[src/rtl/fine_bb_loop.sv]
module fine_bb_loop #(
  parameter int CODE_W    = 9,
  parameter int STEP_INIT = 16,
  parameter int LOCK_RUN  = 4
) (
  input  logic                            clk,
  input  logic                            rst_n,
  input  logic                            coarse_ok,
  input  logic                            burst_done,
  input  logic                            edge_late,
  output logic [CODE_W-1:0]               fine_code,
  output logic [$clog2(STEP_INIT+1)-1:0]  step_size,
  output logic                            fine_lock
);
  localparam int STEP_W = $clog2(STEP_INIT+1);
  localparam int RUN_W  = $clog2(LOCK_RUN+1);
  localparam logic [CODE_W-1:0] MID       = CODE_W'(1 << (CODE_W-1));
  localparam logic [CODE_W-1:0] CMAX      = '1;
  localparam logic [STEP_W-1:0] STEP_ONE  = STEP_W'(1);
  localparam logic [STEP_W-1:0] STEP_RST  = STEP_W'(STEP_INIT);
  localparam logic [RUN_W-1:0]  RUN_FULL  = RUN_W'(LOCK_RUN);

  logic             active, has_prev, prev_late;
  logic [RUN_W-1:0] run;

  logic              flip;
  logic [STEP_W-1:0] step_nx;
  logic [CODE_W:0]   step_ext, sum_up;
  logic [CODE_W-1:0] code_up, code_dn;
  logic [RUN_W-1:0]  run_nx;

  assign flip     = has_prev && (edge_late != prev_late);
  assign step_nx  = (flip && step_size > STEP_ONE) ? (step_size >> 1) : step_size;
  assign step_ext = (CODE_W+1)'(step_nx);
  assign sum_up   = {1'b0, fine_code} + step_ext;
  assign code_up  = sum_up[CODE_W] ? CMAX : sum_up[CODE_W-1:0];
  assign code_dn  = ({1'b0, fine_code} < step_ext) ? '0 : fine_code - step_ext[CODE_W-1:0];

  always_comb begin
    if (step_nx != STEP_ONE)         run_nx = '0;
    else if (flip && run != '0)      run_nx = (run == RUN_FULL) ? RUN_FULL : run + 1'b1;
    else                             run_nx = RUN_W'(1);
  end

  assign fine_lock = active && (run == RUN_FULL);

  always_ff @(posedge clk) begin
    if (!rst_n) begin
      active    <= 1'b0;
      fine_code <= MID;
      step_size <= STEP_RST;
      has_prev  <= 1'b0;
      prev_late <= 1'b0;
      run       <= '0;
    end else if (!coarse_ok) begin
      active    <= 1'b0;
      step_size <= STEP_RST;
      has_prev  <= 1'b0;
      run       <= '0;
    end else if (!active) begin
      active    <= 1'b1;
      fine_code <= MID;
      step_size <= STEP_RST;
      has_prev  <= 1'b0;
      run       <= '0;
    end else if (burst_done) begin
      fine_code <= edge_late ? code_up : code_dn;
      step_size <= step_nx;
      has_prev  <= 1'b1;
      prev_late <= edge_late;
      run       <= run_nx;
    end
  end
endmodule


[config.mk]
export PLATFORM = sky130hd
export DESIGN_NAME = fine_bb_loop
export DESIGN_NICKNAME = d
export VERILOG_FILES = /design/src/rtl/fine_bb_loop.sv
export SDC_FILE = /design/constraint.sdc
export NUM_CORES = 1
export LEC_CHECK = 0
export ABC_AREA = 0
export BUFFER_PORTS_ARGS = -buffer_cell sky130_fd_sc_hd__buf_4
export CORE_MARGIN = 10
export CORE_UTILIZATION = 44
export DETAILED_ROUTE_END_ITERATION = 12
export PLACE_DENSITY = 0.68
export SLEW_MARGIN = 20
export SYNTH_ARGS = -nofsm -noshare
export SYNTH_HDL_FRONTEND = slang
export SYNTH_SLANG_ARGS = --single-unit
[constraint.sdc]
create_clock -name clk -period 7.2 [get_ports clk]
set_input_delay 1.44 -clock clk [delete_from_list [all_inputs] [get_ports clk]]
set_output_delay 1.44 -clock clk [all_outputs]
set_load 0.005 [all_outputs]
==> metrics.cfg, run 1 <==
[run_status]
status = finished clean

[sta]
slew-limit-headroom = 0.690
fin_worst_skew_ps = 0.795
final.setup.tns_ps = 0
setup_viol = 0
max_freq_mhz = 240
finalHoldViolations = 0
drv_slew = 0
fin_crit_ps = 4160
tightest_slew_ps = 463
hold_ws_ps = 504
min_period_over_period = 0.578
rsz0062_at_grt = no

[synthesis]
syn_avg_cell_area_um2 = 8.11
synth_nets = 221
ys_ff_latch = 20
synthFlopType = dfxtp_1
netlist_area_um2 = 1640
synth-edff-count = 0
yosys_warnings = 0
seq_area_frac_synth = 0.244
netlist_instances = 202
synth-async-reset-ratio = 0
ys_types = 60

[pwr]
intPower_mw = 0.198
pwr-share-clk = 0.451
switching_share = 0.240
p_per_area_nw_per_um2 = 140
switching_power_mw = 0.0625
leakage_nw = 0.770
p_seq_frac = 0.437
combPwrFrac = 0.112
ir_worst_vdd_uv = 64.7

[global_route]
first_global_vias = 1436
grt_usage = 0.128
grt_max_degree = 17
overflow = 0
grt_pass1_wl_um = 6800
antenna_found_initial = 0

[clocking]
postCtsResizedCells = 0
clock_latency_ps = 270
tritoncts = built
post_cts_buffers = 0
hold_buffers = 0
clock_sinks = 20
clockBufferDepth = 2
root_buffer = clkbuf_8
htree_levels = 1
clkTransAtPathRegs_ps = 80
cts_buffers = 3

[floorplanning]
start_util = 0.451
die_y_um = 81.0
rows = 22
core-area_um2 = 3630
ios = 20
die_area_um2 = 6560
die_w_um = 81.0

[setup_path]
endpoint_kind = flip-flop
start_kind = input pin
slowest_stage = fa_1
path_max_fanout = 12
path_buf_inv = 2
crit_required_ps = 7380
cp.arrival_ps = 4340
crit_chain = buf_4 -> xor2_1 -> and2_1 -> nand2b_1 -> a22oi_1 -> inv_1 -> ha_1 -> fa_1 -> a21o_1 -> a211oi_2 -> o21ai_0 -> a31o_1 -> a221oi_1
cp_top_family = compound AO/OA/AOI/OAI gates
crit_type = in -> reg
slowest_delay_ps = 410

[layout]
drive_gt1_frac = 0.165
fin_cells = 266
fill_cells = 384
antennaDiodeCount = 0
final_util = 0.512
syn2layout_area_growth_pct = 13.6
final_cell_area_um2 = 1860
final_nets = 238

[worst_hold_path]
hold_path.class = reg -> reg

[routing]
drt_iter0_markers = 137
drc = 0
avgViaCountPerCell = 5.73
wl_per_cell_um = 15.5
wl_um = 4110
drt_pass1_iterations = 5
vias = 1525
ant_nets = 0

[run]
cap_violations = 0

[place]
portBuffers = 19
place.gp.congestion = 0.868
post-dp-hpwl_um = 3120
placed_cell_area_um2 = 1790
post-place-cells = 262

==> cells by family after synthesis <==
group	after synthesis	synth area share
multiplexers	5	0.0306
AO/OA/AOI/OAI	65	0.283
XOR/XNOR	6	0.0321
AND/OR/NAND/NOR	68	0.223
flip-flops	20	0.244
buffers and inverters	24	0.0703
adder cells (fa/ha/maj)	14	0.116
==> area by class of cell <==
type / instances / area [µm²] / area share
multi-input combinational: 158 / 1120 / 0.603
tap: 48 / 60.1 / 0.0323
inverter: 17 / 63.8 / 0.0343
clock buffer: 3 / 41.3 / 0.0222
sequential: 20 / 400 / 0.215
timing repair buffer: 19 / 143 / 0.0767
clock inverter: 1 / 30.0 / 0.0161
==> layer usage <==
metal  share of wire  track usage  vias to the layer above
met3           0.060       0.0276                        7
li1                -            -                      765
met1            0.47        0.174                      720
met4           0.024       0.0588                        0
met5               0            0                        -
met2            0.44        0.187                       33
==> synth_stat cells, types with 3 or more instances <==
library cell	count	area, µm²
dfxtp_1	20	400
inv_1	17	63.8
nand2_1	16	60.1
nor2_1	14	52.6
ha_1	12	150
o21ai_0	12	60.1
a21oi_1	11	55.1
a211oi_1	6	45.0
nor3_1	6	30.0
mux2i_1	5	50.1
nand3_1	5	25.0
nor2b_1	5	31.3
and2_1	4	25.0
nand2b_1	4	25.0
o31ai_1	4	30.0
xor2_1	4	35.0
a21o_1	3	22.5
a31oi_1	3	18.8
buf_6	3	33.8
o21ai_1	3	15.0
==> cell usage in the layout, fill, tap and decap left out, types with 2 or more instances in the layout <==
cell      count
nand4_1       2
buf_4        19
a21oi_1      11
ha_1         12
fa_1          2
nor3_1        6
nor2_1       14
nor2b_1       5
inv_1        17
clkbuf_8      3
a31oi_1       3
nand2b_1      4
nand2_1      16
and2_1        4
o31ai_1       4
a211oi_1      6
o21ai_0      12
mux2i_1       5
o21ai_1       3
a21o_1        3
nor2_4        2
dfxtp_1      20
nand3_1       5
xnor2_1       2
xor2_1        4
==> state kept, by name, indices dropped and copies added, names as in the netlist <==
register,cells
active,1
fine_code,9
has_prev,1
prev_late,1
run,3
step_size,5
==> path summary, 6_finish.rpt <==
path / from / endpoint / slack, ps / depth (start not counted)
worst max-delay path: edge_late / fine_code[6] / 3040 / 13
worst min-delay path: run[0] / run[0] / 500 / 2
worst max register to register: prev_late / fine_code[6] / 4060 / 12
worst min register to register: run[0] / run[0] / 500 / 2
==> metrics by stage <==
stage	total power, mW	setup slack [ps]
finish	0.261	3040
global route	0.271	2780
CTS	0.263	3030
detailed placement	0.146	2760
global placement	0.145	2810
floorplan	0.137	3260
==> worst min-delay path, stage by stage, from the launching register on <==
cell	delay (ps)
dfxtp_1	330
nand2b_1	70
a21oi_1	60
==> power by group through the flow <==
stage,Combinational (mW),Clock [mW],Sequential [mW]
after floorplan,0.0210,0,0.116
after global placement,0.0289,0,0.117
after detailed placement,0.0291,0,0.117
after CTS,0.0293,0.120,0.114
after global routing,0.0325,0.124,0.114
final,0.0293,0.118,0.114
(Power assumes the default switching activity.)
==> run 2: changes to the inputs <==
clock period = 3.9 ns   (was 7.2 ns; I/O delays follow)
==> metrics.cfg, run 2 (synthesis gave the netlist of run 1 again) <==
[layout]
largest_reg_flops = 9  ; unchanged
drive_gt1_frac = 0.184  ; +0.0187
antennaDiodeCount = 0  ; unchanged
final_cell_mix = buf_4 (24), dfxtp_1 (20), inv_1 (17), nand2_1 (16), nor2_1 (14)
syn2layout_area_growth_pct = 15.9
fin_cells = 271  ; +1.9%
final_nets = 243  ; +2.1%
top_register = fine_code
largestRegisters = fine_code x9, step_size x5, run x3
layout_commonest_cell = buf_4

[sta]
tightest_slew_ps = 524  ; +60.8 ps
min_period_over_period = 0.852
drv_slew = 0  ; unchanged
fin_worst_skew_ps = 6.38  ; +5.59 ps
final.setup.tns_ps = 0  ; unchanged
setup_viol = 0  ; unchanged
rsz0062_at_grt = no
fin_crit_ps = 3320
max_freq_mhz = 301
finalHoldViolations = 0  ; unchanged
layout_setup_ws_ps = 575  ; -2470 ps
hold_ws_ps = 498  ; -6.34 ps
slew-limit-headroom = 0.649  ; -0.0411

[setup_path]
crit_chain = buf_4 -> xor2_1 -> and2_1 -> nand2b_1 -> a22oi_1 -> inv_1 -> ha_1 -> fa_1 -> a21o_1 -> a211oi_2 -> o21ai_0 -> a31o_1 -> a221oi_1
crit_type = in -> reg
startpoint = edge_late
endpoint_kind = flip-flop
path_max_fanout = 7  ; -5
slowest_stage = fa_1
start_kind = input pin
r2r_start = prev_late
cp_top_family = compound AO/OA/AOI/OAI gates
slowest_delay_ps = 400  ; about the same
path_buf_inv = 2  ; unchanged
crit_required_ps = 4080  ; -3300 ps
cp.arrival_ps = 3510  ; -830 ps

[global_route]
use_met3 = 0.0166  ; -0.0110
grt_pass1_wl_um = 6580  ; -3.3%
gr-max-usage-layer = met2
overflow = 0  ; unchanged
first_global_vias = 1372  ; -4.5%
use_met1 = 0.172  ; -0.00275
grt_max_degree = 17  ; unchanged
antenna_found_initial = 0  ; unchanged
grt_usage = 0.122  ; -0.00574
use_met2 = 0.183  ; -0.00398

[clocking]
cts_buffers = 3  ; unchanged
post_cts_buffers = 0  ; unchanged
clock_sinks = 20  ; unchanged
clockBufferDepth = 2  ; unchanged
clkTransAtPathRegs_ps = 90  ; about the same
clock_latency_ps = 270  ; about the same
htree_levels = 1  ; unchanged
postCtsResizedCells = 0  ; unchanged
tritoncts = built
hold_buffers = 0  ; unchanged
root_buffer = clkbuf_8

[routing]
avgViaCountPerCell = 5.61  ; -2.1%
wl_um = 4090  ; -0.56%
wl_per_cell_um = 15.1  ; -2.4%
drc = 0  ; unchanged
drt_iter0_markers = 184  ; +34%
drt_pass1_iterations = 4  ; -1
ant_nets = 0  ; unchanged
vias = 1521  ; -0.26%

[pwr]
leakage_nw = 0.792  ; +2.9%
ir_worst_vdd_uv = 153  ; +140%
switching_share = 0.242  ; +0.00203
p_seq_frac = 0.433  ; -0.004
combPwrFrac = 0.117  ; +0.005
p_per_area_nw_per_um2 = 256  ; +83%
intPower_mw = 0.368  ; +86%
total_power_mw = 0.486  ; +86%
pwr-share-clk = 0.450  ; about the same
switching_power_mw = 0.117  ; +88%

[place]
post-dp-hpwl_um = 3090  ; -0.96%
portBuffers = 19  ; unchanged
place.gp.congestion = 0.916  ; +5.5%
post-place-cells = 267  ; +1.9%
dpl_worst_slack_ps = 306  ; -2460 ps

[floorplanning]
ios = 20  ; unchanged
die_y_um = 81.0  ; unchanged
die_area_um2 = 6560  ; unchanged
die_w_um = 81.0  ; unchanged
core-area_um2 = 3630  ; unchanged
start_util = 0.451  ; unchanged
rows = 22  ; unchanged

[run_status]
status = finished clean

[worst_hold_path]
hold_path.class = reg -> reg
min_from = run[0]

[run]
cap_violations = 0  ; unchanged

==> run 2: cell count changes in the layout (fill, tap and decap cells not counted), sizes merged <==
cell | previous run | this run
buf | 19 | 24
==> run 2: through the flow <==
stage / instance area (µm²) / util
global route: 1900 / 0.522
finish: 1900 / 0.522
CTS: 1900 / 0.522
global placement: 1830 / 0.503
detailed placement: 1830 / 0.503
floorplan: 1640 / -
==> run 2: area by class of cell <==
cell class | instances | area (µm²)
Clock buffer | 3 | 41.3
Clock inverter | 1 | 30.0
Fill cell | 361 | 1740
Inverter | 17 | 63.8
Multi-Input combinational cell | 158 | 1120
Sequential cell | 20 | 400
Tap cell | 48 | 60.1
Timing Repair Buffer | 24 | 180
==> run 2: per-layer routing <==
layer | vias up | routed length, µm
li1 | 774 | -
met1 | 692 | 1930
met2 | 51 | 1790
met3 | 4 | 326
met4 | 0 | 40
met5 | - | 0
==> run 2: path summary, 6_finish.rpt <==
path / endpoint / slack (ps) / cells past startpoint
setup reg to reg: fine_code[6] / 830 / 12
hold reg to reg: run[0] / 500 / 2
hold / removal: run[0] / 500 / 2
setup / recovery: fine_code[6] / 580 / 13
==> run 2: worst register-to-register path: stages, from the launching register on <==
cell,delay [ps]
dfxtp_1,350
xor2_1,200
and2_1,320
nand2b_1,90
a22oi_1,180
inv_1,90
ha_1,220
fa_1,410
a21o_1,210
a211oi_2,290
o21ai_0,120
a31o_1,220
a221oi_1,270
==> run 2: power groups by stage <==
| stage | clock network [mW] | registers (mW) | logic (mW) |
|---|---|---|---|
| floorplan | 0 | 0.214 | 0.0388 |
| global placement | 0 | 0.215 | 0.0567 |
| detailed placement | 0 | 0.215 | 0.0560 |
| CTS | 0.222 | 0.210 | 0.0564 |
| global route | 0.231 | 0.211 | 0.0620 |
| finish | 0.219 | 0.210 | 0.0567 |
